===== src/rtl/ascii_adj_pkg.sv =====
package ascii_adj_pkg;

    localparam int BYTE_W = 8;
    localparam int WORD_W = 2 * BYTE_W;
    localparam int NIB_W  = BYTE_W / 2;
    localparam int RADIX  = 10;
    localparam int REM_W  = $clog2(2 * RADIX);
    localparam int CNT_W  = $clog2(BYTE_W);

    // +1 on the high byte, +(16 - RADIX) on the low byte
    localparam logic [WORD_W-1:0] CORR =
        WORD_W'((1 << BYTE_W) + ((1 << NIB_W) - RADIX));
    // keep the whole high byte and the low nibble of the low byte
    localparam logic [WORD_W-1:0] KEEP =
        WORD_W'(((1 << BYTE_W) - 1) << BYTE_W) | WORD_W'((1 << NIB_W) - 1);

    typedef enum logic [1:0] {
        ADJ_ADD   = 2'd0,
        ADJ_SUB   = 2'd1,
        ADJ_FOLD  = 2'd2,
        ADJ_SPLIT = 2'd3
    } adj_op_e;

    typedef enum logic {
        ST_IDLE = 1'b0,
        ST_BUSY = 1'b1
    } adj_st_e;

    typedef struct packed {
        logic cf;
        logic af;
        logic of;
        logic sf;
        logic zf;
        logic pf;
    } adj_flags_t;

endpackage


===== src/rtl/ascii_adj_simple.sv =====
module ascii_adj_simple
    import ascii_adj_pkg::*;
(
    input  adj_op_e             op_i,
    input  logic [WORD_W-1:0]   val_i,
    input  logic                af_i,
    output logic [WORD_W-1:0]   res_o,
    output logic                adj_o
);

    logic [BYTE_W-1:0] lo_b;
    logic [BYTE_W-1:0] hi_b;
    logic [BYTE_W-1:0] tens;
    logic [WORD_W-1:0] inc_v;
    logic [WORD_W-1:0] dec_v;

    always_comb begin
        lo_b  = val_i[BYTE_W-1:0];
        hi_b  = val_i[WORD_W-1:BYTE_W];
        adj_o = (lo_b[NIB_W-1:0] > NIB_W'(RADIX - 1)) || af_i;
        tens  = BYTE_W'(hi_b * BYTE_W'(RADIX));
        inc_v = val_i + CORR;
        dec_v = val_i - CORR;
        unique case (op_i)
            ADJ_ADD:  res_o = (adj_o ? inc_v : val_i) & KEEP;
            ADJ_SUB:  res_o = (adj_o ? dec_v : val_i) & KEEP;
            default:  res_o = {{BYTE_W{1'b0}}, BYTE_W'(lo_b + tens)};
        endcase
    end

endmodule


===== src/rtl/ascii_adj_div_step.sv =====
module ascii_adj_div_step
    import ascii_adj_pkg::*;
(
    input  logic [REM_W-2:0] rem_i,
    input  logic             bit_i,
    output logic [REM_W-2:0] rem_o,
    output logic             q_o
);

    logic [REM_W-1:0] trial;

    always_comb begin
        trial = {rem_i, bit_i};
        q_o   = (trial >= REM_W'(RADIX));
        rem_o = q_o ? (REM_W-1)'(trial - REM_W'(RADIX)) : trial[REM_W-2:0];
    end

endmodule


===== src/rtl/ascii_adj_flags.sv =====
module ascii_adj_flags
    import ascii_adj_pkg::*;
(
    input  adj_op_e           op_i,
    input  logic [WORD_W-1:0] res_i,
    input  logic              adj_i,
    input  logic              of_i,
    output adj_flags_t        fl_o
);

    always_comb begin
        fl_o.zf = (res_i == '0);
        fl_o.pf = ~^res_i[BYTE_W-1:0];
        if (op_i == ADJ_ADD || op_i == ADJ_SUB) begin
            fl_o.cf = adj_i;
            fl_o.af = adj_i;
            fl_o.of = of_i;
            fl_o.sf = 1'b0;
        end else begin
            fl_o.cf = 1'b0;
            fl_o.af = 1'b0;
            fl_o.of = 1'b0;
            fl_o.sf = res_i[BYTE_W-1];
        end
    end

endmodule


===== src/rtl/ascii_adj_unit.sv =====
module ascii_adj_unit
    import ascii_adj_pkg::*;
(
    input  logic              clk,
    input  logic              rst_n,
    input  logic              start_i,
    input  logic [1:0]        op_i,
    input  logic [WORD_W-1:0] val_i,
    input  logic              af_i,
    input  logic              of_i,
    output logic              busy_o,
    output logic              done_o,
    output logic [WORD_W-1:0] res_o,
    output logic              cf_o,
    output logic              af_o,
    output logic              of_o,
    output logic              sf_o,
    output logic              zf_o,
    output logic              pf_o
);

    typedef struct packed {
        adj_st_e            st;
        adj_op_e            op;
        logic [WORD_W-1:0]  val;
        logic               af_in;
        logic               of_in;
        logic [BYTE_W-1:0]  dvd;
        logic [BYTE_W-2:0]  quo;
        logic [REM_W-2:0]   rem;
        logic [CNT_W-1:0]   cnt;
        logic               done;
        logic [WORD_W-1:0]  res;
        adj_flags_t         fl;
    } ctl_t;

    ctl_t ctl_d, ctl_q;

    logic [WORD_W-1:0] simple_res;
    logic              simple_adj;
    logic [REM_W-2:0]  rem_nxt;
    logic              q_bit;
    logic [WORD_W-1:0] split_res;
    logic [WORD_W-1:0] cand_res;
    adj_flags_t        cand_fl;

    ascii_adj_simple u_simple (
        .op_i  (ctl_q.op),
        .val_i (ctl_q.val),
        .af_i  (ctl_q.af_in),
        .res_o (simple_res),
        .adj_o (simple_adj)
    );

    ascii_adj_div_step u_step (
        .rem_i (ctl_q.rem),
        .bit_i (ctl_q.dvd[BYTE_W-1]),
        .rem_o (rem_nxt),
        .q_o   (q_bit)
    );

    always_comb begin
        split_res = {ctl_q.quo, q_bit, {(BYTE_W-REM_W+1){1'b0}}, rem_nxt};
        cand_res  = (ctl_q.op == ADJ_SPLIT) ? split_res : simple_res;
    end

    ascii_adj_flags u_flags (
        .op_i  (ctl_q.op),
        .res_i (cand_res),
        .adj_i (simple_adj),
        .of_i  (ctl_q.of_in),
        .fl_o  (cand_fl)
    );

    always_comb begin
        ctl_d      = ctl_q;
        ctl_d.done = 1'b0;
        unique case (ctl_q.st)
            ST_IDLE: begin
                if (start_i) begin
                    ctl_d.st    = ST_BUSY;
                    ctl_d.op    = adj_op_e'(op_i);
                    ctl_d.val   = val_i;
                    ctl_d.af_in = af_i;
                    ctl_d.of_in = of_i;
                    ctl_d.dvd   = val_i[BYTE_W-1:0];
                    ctl_d.quo   = '0;
                    ctl_d.rem   = '0;
                    ctl_d.cnt   = '0;
                end
            end
            default: begin
                if (ctl_q.op == ADJ_SPLIT) begin
                    ctl_d.dvd = {ctl_q.dvd[BYTE_W-2:0], 1'b0};
                    ctl_d.quo = {ctl_q.quo[BYTE_W-3:0], q_bit};
                    ctl_d.rem = rem_nxt;
                    ctl_d.cnt = ctl_q.cnt + CNT_W'(1);
                    if (ctl_q.cnt == CNT_W'(BYTE_W - 1)) begin
                        ctl_d.st   = ST_IDLE;
                        ctl_d.done = 1'b1;
                        ctl_d.res  = cand_res;
                        ctl_d.fl   = cand_fl;
                    end
                end else begin
                    ctl_d.st   = ST_IDLE;
                    ctl_d.done = 1'b1;
                    ctl_d.res  = cand_res;
                    ctl_d.fl   = cand_fl;
                end
            end
        endcase
    end

    always_ff @(posedge clk or negedge rst_n) begin
        if (!rst_n) begin
            ctl_q <= '0;
        end else begin
            ctl_q <= ctl_d;
        end
    end

    assign busy_o = (ctl_q.st == ST_BUSY);
    assign done_o = ctl_q.done;
    assign res_o  = ctl_q.res;
    assign cf_o   = ctl_q.fl.cf;
    assign af_o   = ctl_q.fl.af;
    assign of_o   = ctl_q.fl.of;
    assign sf_o   = ctl_q.fl.sf;
    assign zf_o   = ctl_q.fl.zf;
    assign pf_o   = ctl_q.fl.pf;

endmodule


===== config.mk =====
export PLATFORM = sky130hd
export DESIGN_NAME = ascii_adj_unit
export DESIGN_NICKNAME = d
export VERILOG_FILES = /design/src/rtl/ascii_adj_pkg.sv /design/src/rtl/ascii_adj_simple.sv /design/src/rtl/ascii_adj_div_step.sv /design/src/rtl/ascii_adj_flags.sv /design/src/rtl/ascii_adj_unit.sv
export SDC_FILE = /design/constraint.sdc
export NUM_CORES = 1
export LEC_CHECK = 0
export BUFFER_PORTS_ARGS = -buffer_cell sky130_fd_sc_hd__buf_2
export CAP_MARGIN = 20
export CORE_ASPECT_RATIO = 1.4
export CORE_MARGIN = 4
export CORE_UTILIZATION = 45
export CTS_CLUSTER_DIAMETER = 50
export DETAILED_ROUTE_END_ITERATION = 8
export GPL_TIMING_DRIVEN = 0
export SYNTH_ARGS = -nofsm -noshare
export SYNTH_HDL_FRONTEND = slang
export SYNTH_SLANG_ARGS = --single-unit

===== constraint.sdc =====
create_clock -name clk -period 5.4 [get_ports clk]
set_clock_uncertainty 0.05 [all_clocks]
set_input_delay 1.08 -clock clk [delete_from_list [all_inputs] [get_ports clk]]
set_output_delay 1.08 -clock clk [all_outputs]
set_load 0.05 [all_outputs]

==> impl_results.rst, run 1 <==
.. list-table::
   :header-rows: 1

   * - Metric
     - Value
   * - Cells taking the most area after synthesis
     - sky130_fd_sc_hd__dfrtp_1, sky130_fd_sc_hd__nand2_1, sky130_fd_sc_hd__ha_1
   * - Worst Setup SP
     - ctl_q[58]
   * - Proportion of layout cells with a drive suffix above 1
     - 19.6%
   * - Last element of the critical path
     - zf_o
   * - Level count of the clock H-tree
     - 3
   * - Flip-flop cell with the highest count after synthesis
     - sky130_fd_sc_hd__dfrtp_1
   * - Synth warnings
     - 0
   * - Detailed-route vias per instance
     - 5.43
   * - Required time of the critical path
     - 5.60 ns
   * - Count of inserted antenna diode cells
     - 0
   * - Worst flop-to-flop path endpoint
     - zf_o
   * - Kind of critical path
     - register to register
   * - Final period util
     - 63.2%
   * - Busiest metal layer after global routing
     - met2
   * - Peak clock frequency supported by timing
     - 293 MHz
   * - Status
     - finished, final reports clean
   * - Growth of design area from synthesis to finish
     - 16.7%
   * - Worst min-delay path class
     - register to register
   * - Startpoint class of the critical path
     - register
   * - Post-CTS repair timing setup buffer count
     - 0
   * - Total of cells resized after clock tree synthesis
     - 0
   * - Initial antenna violation count
     - 0
   * - Number of enable flip-flop cells after synthesis
     - 0
   * - Count of final hold-check violations
     - 0
   * - DR iter-0 viols
     - 216
   * - GRT Residual Overflow
     - 0
   * - Minimum clock period after layout
     - 3.41 ns
   * - Final wirelength
     - 10100 um
   * - Setup-failing EPs final
     - 0
   * - Placeable Area
     - 8560 um^2
   * - Net count after synthesis
     - 489
   * - Number of unique standard cell types used by synthesis
     - 63
   * - Most numerous cell in the Yosys netlist
     - sky130_fd_sc_hd__nand2_1
   * - Site row count
     - 40
   * - Number of fill cells in the layout
     - 832
   * - Netlist Area Pre-Place
     - 3950 um^2
   * - Number of stages on the worst hold path
     - 2
   * - Sequential cell area fraction in the yosys report
     - 41.2%
   * - Reg2reg path depth
     - 15
   * - Endpoint kind of the worst setup timing path
     - register
   * - Met2 routing resource usage after global routing
     - 33.6%
   * - Clock root cell
     - sky130_fd_sc_hd__clkbuf_16
   * - Number of placed I/O pins
     - 47
   * - Worst ir drop on vdd
     - 299 uV
   * - First-pass GRT wire length
     - 16600 um
   * - Die Span X
     - 87.2 um
   * - Pin count of the biggest net entering global routing
     - 66
   * - IO Port Bufs
     - 46
   * - Maximum number of buffers from clock root to sink
     - 2
   * - GR Util met1
     - 26.9%
   * - Clock tree from TritonCTS
     - built
   * - Setup repair after global routing missed its margin
     - false
   * - Hold buffers post-CTS
     - 0
   * - Overall routing resource usage
     - 20.9%
   * - Data arrival time at the worst-slack endpoint
     - 3.61 ns
   * - Starting utilization of the core area
     - 46.1%
   * - Half-perimeter wire length after detailed placement
     - 7920 um
   * - FF-to-FF Start
     - ctl_q[58]
   * - Max-cap check violation count
     - 0
   * - Worst slew margin
     - 34.4%
   * - DRC viols
     - 0
   * - Die outline area
     - 10400 um^2
   * - Setup slack of the most critical reg-to-reg path
     - 1.99 ns
   * - Final Max Tran Viols
     - 0
   * - Number of clock sinks
     - 65
   * - CTS Buf Count
     - 9
   * - Vias in the first global route
     - 3277
   * - Share of the core filled with cells in the final layout
     - 53.8%
   * - Post-DR wirelength/cell
     - 16.6 um
   * - Drt pass-1 iters
     - 4
   * - Gate count after technology mapping
     - 442
   * - Highest fanout seen on the critical path
     - 10
   * - Final #Nets
     - 546
   * - Routed Antenna Nets
     - 0
   * - Clock latency of the later-clocked register in the worst-skew pair
     - 0.34 ns
   * - Vert. Die Dim
     - 119 um
   * - Synthesis-stage register bit count
     - 65
   * - Top-area cell type share of the netlist area
     - 41.2%
   * - Vias after detailed routing
     - 3307
   * - Clock-pin slew of the registers on the worst-case setup and hold paths
     - 0.06 ns
   * - Most common library cells after synthesis
     - sky130_fd_sc_hd__nand2_1, sky130_fd_sc_hd__dfrtp_1, sky130_fd_sc_hd__o21ai_0
   * - Total leakage power
     - 0.00224 uW
   * - Mean cell area of the mapped netlist
     - 8.93 um^2
   * - Post-synthesis async set-or-reset flop share
     - 100%
   * - Post-route setup TNS
     - 0 ns
   * - Largest area contributor in the netlist
     - sky130_fd_sc_hd__dfrtp_1
   * - Global routing met3 resource utilization
     - 2.63%
   * - PwrDens
     - 515 nW/um^2
   * - Slew @ Worst Pin
     - 0.972 ns
   * - GPL Wtd Cong
     - 0.886
[sequential cells by signal, indices dropped and copies added (netlist names)]
| register | flops |
|---|---|
| busy_o | 1 |
| ctl_q | 42 |
| done_o | 1 |
| res_o | 16 |
| pf_o | 1 |
| cf_o | 1 |
| sf_o | 1 |
| zf_o | 1 |
| of_o | 1 |
[placed cells by master (no fill, tap or decap), drive strengths merged, types with 13 or more instances in the layout]
cell type	n
inv	13
nand2	116
nor2	14
a21oi	16
buf	66
dfrtp	65
ha	22
xnor2	14
clkbuf	28
o21ai	40
[metrics by stage]
step                power [uW]  instances  hold slack, ns  instance area (um^2)  setup slack [ns]
finish                    2370        609           0.415                  4610              1.99
global route              2530        609           0.447                  4610              1.76
CTS                       2390        609           0.423                  4610              1.96
detailed placement        1800        593           0.411                  4310              1.98
global placement          1780        593           0.403                  4310              2.02
floorplan                 1550        442           0.390                  3950              2.32
[report_power, final]
part	internal, uW	switching (uW)	total, uW
sequential	599	99.2	699
combinational	407	678	1090
clock	359	229	587
total	1370	1010	2370
[cell type report]
type                            count  area [um^2]  share of cell area (%)
Multi-Input combinational cell    327         2040                    44.3
Clock buffer                       10          229                    4.97
Tap cell                          105          131                    2.85
Timing Repair Buffer               46          233                    5.05
Buffer                             38          234                    5.08
Clock inverter                      6         67.6                    1.47
Inverter                           12         45.0                   0.977
Sequential cell                    65         1630                    35.3
[logic make-up after synthesis]
kind of cell	after synthesis	share of synthesized area, %
AO/OA/AOI/OAI	102	17.2
multiplexers	9	2.35
adder cells (fa/ha/maj)	24	7.99
buffers and inverters	50	7.07
XOR/XNOR	19	4.22
flip-flops	65	41.2
AND/OR/NAND/NOR	173	20.0
[per-layer routing]
layer,vias to the layer above,routed length (um)
met4,0,417
li1,1634,-
met1,1559,4450
met2,91,4860
met5,-,0
met3,23,402
[worst max-delay path, stage by stage, from the launching register on]
cell and delay (ns):
sky130_fd_sc_hd__dfrtp_1 0.55, sky130_fd_sc_hd__ha_1 0.31, sky130_fd_sc_hd__ha_1 0.23, sky130_fd_sc_hd__fa_1 0.44
sky130_fd_sc_hd__ha_1 0.34, sky130_fd_sc_hd__inv_1 0.05, sky130_fd_sc_hd__o21bai_1 0.13, sky130_fd_sc_hd__a21oi_1 0.09
sky130_fd_sc_hd__xor2_1 0.16, sky130_fd_sc_hd__nand2_1 0.09, sky130_fd_sc_hd__ha_1 0.15, sky130_fd_sc_hd__nand4_1 0.10
sky130_fd_sc_hd__nor2_1 0.11, sky130_fd_sc_hd__o2111a_1 0.20, sky130_fd_sc_hd__nand4_1 0.10, sky130_fd_sc_hd__o31ai_2 0.22
[worst min path at each step]
stage | startpoint | end | slack (ns)
2_1_floorplan | ctl_q[38] | ctl_q[38] | 0.39
3_3_place_gp | of_o | of_o | 0.40
3_5_place_dp | of_o | of_o | 0.41
4_1_cts | of_o | of_o | 0.42
5_1_grt | ctl_q[40] | ctl_q[40] | 0.45
6_report | of_o | of_o | 0.42
(Power assumes the default switching activity.)
==> run 2: changes to the inputs <==
PLACE_DENSITY = 0.67   (was not set)
clock period = 2.9 ns   (was 5.4 ns; I/O delays follow)
==> impl_results.rst, run 2 (synthesis results as in run 1) <==
.. list-table::
   :header-rows: 1

   * - Metric
     - Value
   * - Status
     - complete, but fails checks (was finished, final reports clean)
   * - Violations in the final reports
     - negative setup slack
   * - Clock latency of the later-clocked register in the worst-skew pair
     - 0.33 ns (was 0.34 ns)
   * - Die Span X
     - 87.2 um (unchanged)
   * - Proportion of layout cells with a drive suffix above 1
     - 23.3% (was 19.6%)
   * - Endpoint kind of the worst setup timing path
     - register (unchanged)
   * - First-pass GRT wire length
     - 16300 um (was 16600 um)
   * - Worst Setup SP
     - ctl_q[58] (unchanged)
   * - Vias in the first global route
     - 3316 (was 3277)
   * - Top library cells by usage in the layout, fill and taps aside
     - sky130_fd_sc_hd__nand2_1, sky130_fd_sc_hd__dfrtp_1, sky130_fd_sc_hd__buf_2 (unchanged)
   * - Worst ir drop on vdd
     - 647 uV (was 299 uV)
   * - Post-DR wirelength/cell
     - 16.2 um (was 16.6 um)
   * - Minimum clock period after layout
     - 3.09 ns (was 3.41 ns)
   * - CP top delay family
     - adder cells (unchanged)
   * - Clock root cell
     - sky130_fd_sc_hd__clkbuf_16 (unchanged)
   * - Starting utilization of the core area
     - 46.1% (unchanged)
   * - Cell Area, Placed
     - 4370 um^2 (was 4310 um^2)
   * - Setup WS post-layout
     - -0.194 ns (was 1.99 ns)
   * - Initial antenna violation count
     - 0 (unchanged)
   * - Final period util
     - 107% (was 63.2%)
   * - Setup slack of the most critical reg-to-reg path
     - -0.19 ns (was 1.99 ns)
   * - Routed Antenna Nets
     - 0 (unchanged)
   * - Clock-pin slew of the registers on the worst-case setup and hold paths
     - 0.05 ns (was 0.06 ns)
   * - Most common cell after layout, fill and taps aside
     - sky130_fd_sc_hd__nand2_1 (unchanged)
   * - Cell repeated most along the worst path
     - sky130_fd_sc_hd__ha_4 (was sky130_fd_sc_hd__ha_1)
   * - PwrDens
     - 949 nW/um^2 (was 515 nW/um^2)
   * - IO Port Bufs
     - 46 (unchanged)
   * - Worst path cell trace
     - ha_4 > ha_4 > fa_1 > ha_4 > inv_2 > o21bai_1 > a21oi_2 > xor2_1 > nand2_1 > ha_1 > nand4_1 > nor2_1 > o2111a_1 > nand4_1 > o31ai_2 (was ha_1 > ha_1 > fa_1 > ha_1 > inv_1 > o21bai_1 > a21oi_1 > xor2_1 > nand2_1 > ha_1 > nand4_1 > nor2_1 > o2111a_1 > nand4_1 > o31ai_2)
   * - Placeable Area
     - 8560 um^2 (unchanged)
   * - Setup repair after global routing missed its margin
     - true (was false)
   * - Final wirelength
     - 9960 um (was 10100 um)
   * - Drt pass-1 iters
     - 4 (unchanged)
   * - Setup-failing EPs final
     - 2 (was 0)
   * - Growth of design area from synthesis to finish
     - 20.3% (was 16.7%)
   * - Largest stage delay on the critical path
     - 0.47 ns (was 0.55 ns)
   * - Detailed-route vias per instance
     - 5.42 (was 5.43)
   * - Count of final hold-check violations
     - 0 (unchanged)
   * - Data arrival time at the worst-slack endpoint
     - 3.29 ns (was 3.61 ns)
   * - Highest fanout seen on the critical path
     - 2 (was 10)
   * - CTS Buf Count
     - 9 (unchanged)
   * - Max-cap check violation count
     - 0 (unchanged)
   * - Number of stages on the worst setup path
     - 15 (unchanged)
   * - Vert. Die Dim
     - 119 um (unchanged)
   * - Pin count of the biggest net entering global routing
     - 37 (was 66)
   * - Post-route setup TNS
     - -0.225 ns (was 0 ns)
   * - Post-Layout Inst Area
     - 4750 um^2 (was 4610 um^2)
   * - DRC viols
     - 0 (unchanged)
   * - DR iter-0 viols
     - 186 (was 216)
   * - Slew @ Worst Pin
     - 0.914 ns (was 0.972 ns)
   * - Worst flop-to-flop path endpoint
     - zf_o (unchanged)
   * - Worst slew margin
     - 38.2% (was 34.4%)
   * - Reg2reg path depth
     - 15 (unchanged)
   * - GPL Wtd Cong
     - 0.914 (was 0.886)
   * - Level count of the clock H-tree
     - 3 (unchanged)
   * - Overall routing resource usage
     - 20.1% (was 20.9%)
   * - Number of flip-flops in the largest register
     - 42 (unchanged)
   * - Final Max Tran Viols
     - 0 (unchanged)
   * - Buf/Inv on CP
     - 1 (unchanged)
   * - Half-perimeter wire length after detailed placement
     - 7700 um (was 7920 um)
   * - Largest Register
     - ctl_q (unchanged)
   * - Kind of critical path
     - register to register (unchanged)
   * - Number of clock sinks
     - 65 (unchanged)
   * - Number of placed I/O pins
     - 47 (unchanged)
   * - Total leakage power
     - 0.00227 uW (was 0.00224 uW)
   * - Highest-delay cell along the critical path
     - sky130_fd_sc_hd__fa_1 (was sky130_fd_sc_hd__dfrtp_1)
   * - Worst min-delay path class
     - input port to asynchronous set/reset pin (was register to register)
   * - Clock tree from TritonCTS
     - built (unchanged)
   * - Required time of the critical path
     - 3.09 ns (was 5.60 ns)
   * - Startpoint class of the critical path
     - register (unchanged)
   * - Count of inserted antenna diode cells
     - 0 (unchanged)
   * - FF-to-FF Start
     - ctl_q[58] (unchanged)
   * - Peak clock frequency supported by timing
     - 323 MHz (was 293 MHz)
   * - Hold buffers post-CTS
     - 0 (unchanged)
   * - Site row count
     - 40 (unchanged)
   * - Vias after detailed routing
     - 3333 (was 3307)
   * - Maximum number of buffers from clock root to sink
     - 2 (unchanged)
   * - Die outline area
     - 10400 um^2 (unchanged)
   * - GRT Residual Overflow
     - 0 (unchanged)
   * - Final #Nets
     - 553 (was 546)
[run 2: changes by cell type in the layout (fill, tap and decap cells not counted), moves of 2 or more]
cell,delta
sky130_fd_sc_hd__ha_1,-6
sky130_fd_sc_hd__buf_4,+5
sky130_fd_sc_hd__ha_4,+5
sky130_fd_sc_hd__dfrtp_1,-4
sky130_fd_sc_hd__dfrtp_2,+4
sky130_fd_sc_hd__a21oi_1,-2
sky130_fd_sc_hd__a21oi_2,+2
sky130_fd_sc_hd__clkbuf_8,+2
sky130_fd_sc_hd__clkinvlp_4,-2
[run 2: worst max path at each step]
stage / to / slack, ns
2_1_floorplan: zf_o / -0.09
3_3_place_gp: zf_o / -0.32
3_5_place_dp: zf_o / -0.35
4_1_cts: zf_o / -0.19
5_1_grt: zf_o / -0.34
6_report: zf_o / -0.19
[run 2: what timing repair did]
action | 4_1_cts | 5_1_grt
pin swaps | 7 | 1
resized for setup | 7 | 3
setup endpoints to repair | 2 | 2
setup buffers | 6 | 0
[run 2: worst register-to-register path, delay by kind of cell, from the launching register on]
| family | cells | cell delay, ns |
|---|---|---|
| compound gates | 4 | 0.65 |
| xor+xnor | 1 | 0.15 |
| fa+ha+maj | 5 | 1.32 |
| buf+inv | 1 | 0.03 |
| flops | 1 | 0.42 |
| simple gates | 4 | 0.39 |
[run 2: routing by layer]
metal	part of all wire [%]	global-route usage, %	vias to the layer above
met5	0	0	-
met4	3.7	11.2	0
met3	4.2	3.04	25
met2	51	33.9	100
met1	42	24.0	1558
li1	-	-	1650
[run 2: final cells by class]
class,instances,area (um^2)
Fill cell,784,3810
Multi-Input combinational cell,327,2120
Sequential cell,65,1630
Timing Repair Buffer,53,295
Clock buffer,12,256
Buffer,38,234
Tap cell,105,131
Inverter,12,45.0
Clock inverter,3,40.0
[run 2: per-stage QoR]
step	power, uW	util, %	setup WS [ns]	std cells	hold WS (ns)
detailed placement	3370	51.1	-0.352	594	0.407
global route	4800	55.5	-0.340	615	0.295
floorplan	2920	-	-0.0901	442	0.234
CTS	4510	55.3	-0.194	615	0.260
finish	4510	55.5	-0.194	615	0.240
global placement	3330	50.8	-0.316	593	0.403
[run 2: power by group]
| part | switching (uW) | internal, uW | leakage, uW |
|---|---|---|---|
| registers | 172 | 1120 | 0.000832 |
| logic | 1310 | 839 | 0.00129 |
| clock network | 367 | 703 | 0.000148 |
==> run 3: changes to the inputs <==
PLACE_DENSITY = 0.66   (was 0.67)
SYNTH_HIERARCHICAL = 1   (was not set)
==> impl_results.rst, run 3 <==
.. list-table::
   :header-rows: 1

   * - Metric
     - Value
   * - Status
     - complete, but fails checks (unchanged)
   * - Violations in the final reports
     - negative setup slack (unchanged)
   * - Setup WS post-layout
     - -0.453 ns (was -0.194 ns)
   * - Setup repair after global routing missed its margin
     - true (unchanged)
   * - Synthesis-stage register bit count
     - 66 (was 65)
   * - Synth warnings
     - 6 (was 0)
   * - Count of final hold-check violations
     - 0 (unchanged)
   * - Routed Antenna Nets
     - 0 (unchanged)
   * - PwrDens
     - 1040 nW/um^2 (was 949 nW/um^2)
   * - Sequential cell area fraction in the yosys report
     - 39.1% (was 41.2%)
   * - Top library cells by usage in the layout, fill and taps aside
     - sky130_fd_sc_hd__nand2_1, sky130_fd_sc_hd__dfrtp_1, sky130_fd_sc_hd__buf_2 (unchanged)
   * - Gate count after technology mapping
     - 491 (was 442)
   * - Final standard cell count with taps included and fillers excluded
     - 672 (was 615)
   * - Largest area contributor in the netlist
     - sky130_fd_sc_hd__dfrtp_1 (unchanged)
   * - Growth of design area from synthesis to finish
     - 23.1% (was 20.3%)
   * - Die outline area
     - 11000 um^2 (was 10400 um^2)
   * - Share of the core filled with cells in the final layout
     - 57.3% (was 55.5%)
   * - Number of placed I/O pins
     - 47 (unchanged)
   * - Drt pass-1 iters
     - 4 (unchanged)
   * - Cells taking the most area after synthesis
     - sky130_fd_sc_hd__dfrtp_1, sky130_fd_sc_hd__nand2_1, sky130_fd_sc_hd__ha_1 (unchanged)
   * - Starting utilization of the core area
     - 46.5% (was 46.1%)
   * - Final #Nets
     - 607 (was 553)
   * - Half-perimeter wire length after detailed placement
     - 7750 um (was 7700 um)
   * - Number of unique standard cell types used by synthesis
     - 56 (was 63)
   * - Minimum clock period after layout
     - 3.35 ns (was 3.09 ns)
   * - Total routed wire length on the met1 layer
     - 4360 um (was 4140 um)
   * - Internal power component
     - 3210 uW (was 2660 uW)
   * - Overall routing resource usage
     - 20.4% (was 20.1%)
   * - GPL Wtd Cong
     - 0.871 (was 0.914)
   * - Top-area cell type share of the netlist area
     - 39.1% (was 41.2%)
   * - Initial antenna violation count
     - 0 (unchanged)
   * - Worst min-delay path class
     - input port to asynchronous set/reset pin (unchanged)
   * - Vert. Die Dim
     - 123 um (was 119 um)
   * - Largest Register
     - ctl_q (unchanged)
   * - Highest fanout seen on the critical path
     - 4 (was 2)
   * - Die Span X
     - 89.9 um (was 87.2 um)
   * - Clock latency of the later-clocked register in the worst-skew pair
     - 0.34 ns (was 0.33 ns)
   * - Placeable Area
     - 9080 um^2 (was 8560 um^2)
   * - Worst slew margin
     - 43.8% (was 38.2%)
   * - CTS Buf Count
     - 9 (unchanged)
   * - Clock root cell
     - sky130_fd_sc_hd__clkbuf_16 (unchanged)
   * - DR iter-0 viols
     - 189 (was 186)
   * - Kind of critical path
     - register to register (unchanged)
   * - IO Port Bufs
     - 46 (unchanged)
   * - GRT Residual Overflow
     - 0 (unchanged)
   * - Total leakage power
     - 0.00265 uW (was 0.00227 uW)
   * - Post-synthesis async set-or-reset flop share
     - 100% (unchanged)
   * - Post-DR wirelength/cell
     - 16.0 um (was 16.2 um)
   * - Most numerous cell in the Yosys netlist
     - sky130_fd_sc_hd__nand2_1 (unchanged)
   * - Level count of the clock H-tree
     - 3 (unchanged)
   * - Instance count after placement with tap cells included
     - 644 (was 594)
   * - Post-route setup TNS
     - -0.922 ns (was -0.225 ns)
   * - Reg2reg path depth
     - 15 (unchanged)
   * - Count of inserted antenna diode cells
     - 0 (unchanged)
   * - Final Max Tran Viols
     - 0 (unchanged)
   * - Setup-failing EPs final
     - 3 (was 2)
   * - Most common library cells after synthesis
     - sky130_fd_sc_hd__nand2_1, sky130_fd_sc_hd__dfrtp_1, sky130_fd_sc_hd__inv_1 (was sky130_fd_sc_hd__nand2_1, sky130_fd_sc_hd__dfrtp_1, sky130_fd_sc_hd__o21ai_0)
   * - Mean cell area of the mapped netlist
     - 8.61 um^2 (was 8.93 um^2)
   * - Data arrival time at the worst-slack endpoint
     - 3.53 ns (was 3.29 ns)
   * - Slew @ Worst Pin
     - 0.843 ns (was 0.914 ns)
   * - Final period util
     - 116% (was 107%)
   * - First-pass GRT wire length
     - 17800 um (was 16300 um)
   * - Max-cap check violation count
     - 0 (unchanged)
   * - Met2 layer wire length in the routed design
     - 5570 um (was 5030 um)
   * - Maximum number of buffers from clock root to sink
     - 2 (unchanged)
   * - Final wirelength
     - 10700 um (was 9960 um)
   * - DR top layer
     - met4 (unchanged)
   * - Relative contribution of sequential cells to total power
     - 24.9% (was 28.7%)
   * - Share of total power in the clock network
     - 23.8% (was 23.7%)
   * - Switching part of the total
     - 40.4% (was 41.0%)
   * - Startpoint class of the critical path
     - register (unchanged)
   * - Peak clock frequency supported by timing
     - 298 MHz (was 323 MHz)
   * - Most common cell after layout, fill and taps aside
     - sky130_fd_sc_hd__nand2_1 (unchanged)
   * - Amount of wire on met3 after detailed routing
     - 456 um (was 419 um)
   * - Worst ir drop on vdd
     - 447 uV (was 647 uV)
   * - Number of flip-flops in the largest register
     - 42 (unchanged)
   * - Net count after synthesis
     - 538 (was 489)
   * - Clock-pin slew of the registers on the worst-case setup and hold paths
     - 0.06 ns (was 0.05 ns)
   * - Clock tree from TritonCTS
     - built (unchanged)
   * - Net switching component of the power
     - 2180 uW (was 1850 uW)
   * - Total power draw
     - 5390 uW (was 4510 uW)
   * - Proportion of layout cells with a drive suffix above 1
     - 26.7% (was 23.3%)
   * - Power share of the combinational group
     - 51.3% (was 47.6%)
   * - Number of enable flip-flop cells after synthesis
     - 0 (unchanged)
   * - Number of fill cells in the layout
     - 841 (was 784)
   * - Endpoint kind of the worst setup timing path
     - register (unchanged)
   * - Number of clock sinks
     - 66 (was 65)
   * - Pin count of the biggest net entering global routing
     - 67 (was 37)
   * - Netlist Area Pre-Place
     - 4230 um^2 (was 3950 um^2)
   * - Required time of the critical path
     - 3.07 ns (was 3.09 ns)
   * - Vias in the first global route
     - 3586 (was 3316)
   * - DRC viols
     - 0 (unchanged)
   * - Flip-flop cell with the highest count after synthesis
     - sky130_fd_sc_hd__dfrtp_1 (unchanged)
   * - Vias after detailed routing
     - 3705 (was 3333)
   * - Detailed-route vias per instance
     - 5.51 (was 5.42)
   * - Hold buffers post-CTS
     - 0 (unchanged)
   * - Site row count
     - 41 (was 40)
[run 3: cell count changes after synthesis, sizes merged, moves of 7 or more]
cell    delta
clkbuf     -9
o21ai     -29
a22o       +7
and2       +7
buf       +15
nand3     +14
nand2     +14
o22ai     +13
inv       +23
a21oi      -8
[run 3: repair_timing]
action                                  in CTS  in global routing
pin swaps                                   13                 13
endpoints found under the setup margin       4                  3
buffers inserted                             8                  4
gates resized for setup                     17                 11
[run 3: path summary, 6_finish.rpt]
kind	startpoint	end	slack, ns
max	ctl_q[58]	pf_o	-0.45
max reg2reg	ctl_q[58]	pf_o	-0.45
min reg2reg	ctl_q[54]	ctl_q[54]	0.42
max in group asynchronous	rst_n	cf_o	1.95
min	rst_n	ctl_q[57]	0.27
min in group clk	val_i[13]	ctl_q[60]	0.38
[run 3: through the flow]
stage | hold slack (ns) | setup WS [ns] | instance area [um^2]
after floorplan | 0.234 | -0.446 | 4250
after CTS | 0.333 | -0.540 | 5120
after detailed placement | 0.411 | -0.711 | 4620
after global routing | 0.357 | -0.597 | 5200
after global placement | 0.409 | -0.666 | 4610
final | 0.274 | -0.453 | 5200
[run 3: kinds of logic after synthesis]
group / count (synthesis) / synth area share, %
and+or+nand+nor: 199 / 21.1
AOI/OAI and AO/OA: 95 / 16.7
buffers and inverters: 79 / 9.44
DFF: 66 / 39.1
adders and majority gates: 24 / 7.46
xor gates and xnor gates: 20 / 4.14
muxes: 8 / 2.07
[run 3: final cells by class]
class                   count  area [um^2]  area share, %
clock buffers              10          239           4.59
plain buffers              44          268           5.15
multi-input cells         346         2340           44.9
well taps                 107          134           2.57
flip-flops and latches     66         1660           31.8
inverters                  35          131           2.53
clock inverters             6          113           2.17
repair buffers             58          323           6.21
[run 3: power by group through the flow]
stage	combinational, uW	sequential [uW]	clock, uW
floorplan	1780	1430	0
global placement	2310	1360	0
detailed placement	2360	1370	0
CTS	2550	1350	1300
global route	3010	1380	1340
finish	2770	1340	1280
[run 3: per-layer routing]
metal,GRT usage [%],up-vias
met4,9.87,0
met3,4.97,24
li1,-,1796
met5,0,-
met1,23.4,1782
met2,36.1,103
[run 3: critical path, cell delays in order (launching register included)]
cell	delay (ns)
sky130_fd_sc_hd__dfrtp_2	0.42
sky130_fd_sc_hd__ha_4	0.25
sky130_fd_sc_hd__ha_4	0.16
sky130_fd_sc_hd__fa_2	0.33
sky130_fd_sc_hd__xor2_1	0.15
sky130_fd_sc_hd__ha_2	0.33
sky130_fd_sc_hd__inv_2	0.06
sky130_fd_sc_hd__and4_1	0.15
sky130_fd_sc_hd__a311oi_2	0.21
sky130_fd_sc_hd__o311ai_2	0.16
sky130_fd_sc_hd__and2_1	0.20
sky130_fd_sc_hd__inv_2	0.06
sky130_fd_sc_hd__ha_4	0.19
sky130_fd_sc_hd__xnor2_2	0.13
sky130_fd_sc_hd__xnor2_1	0.13
sky130_fd_sc_hd__mux2_4	0.27
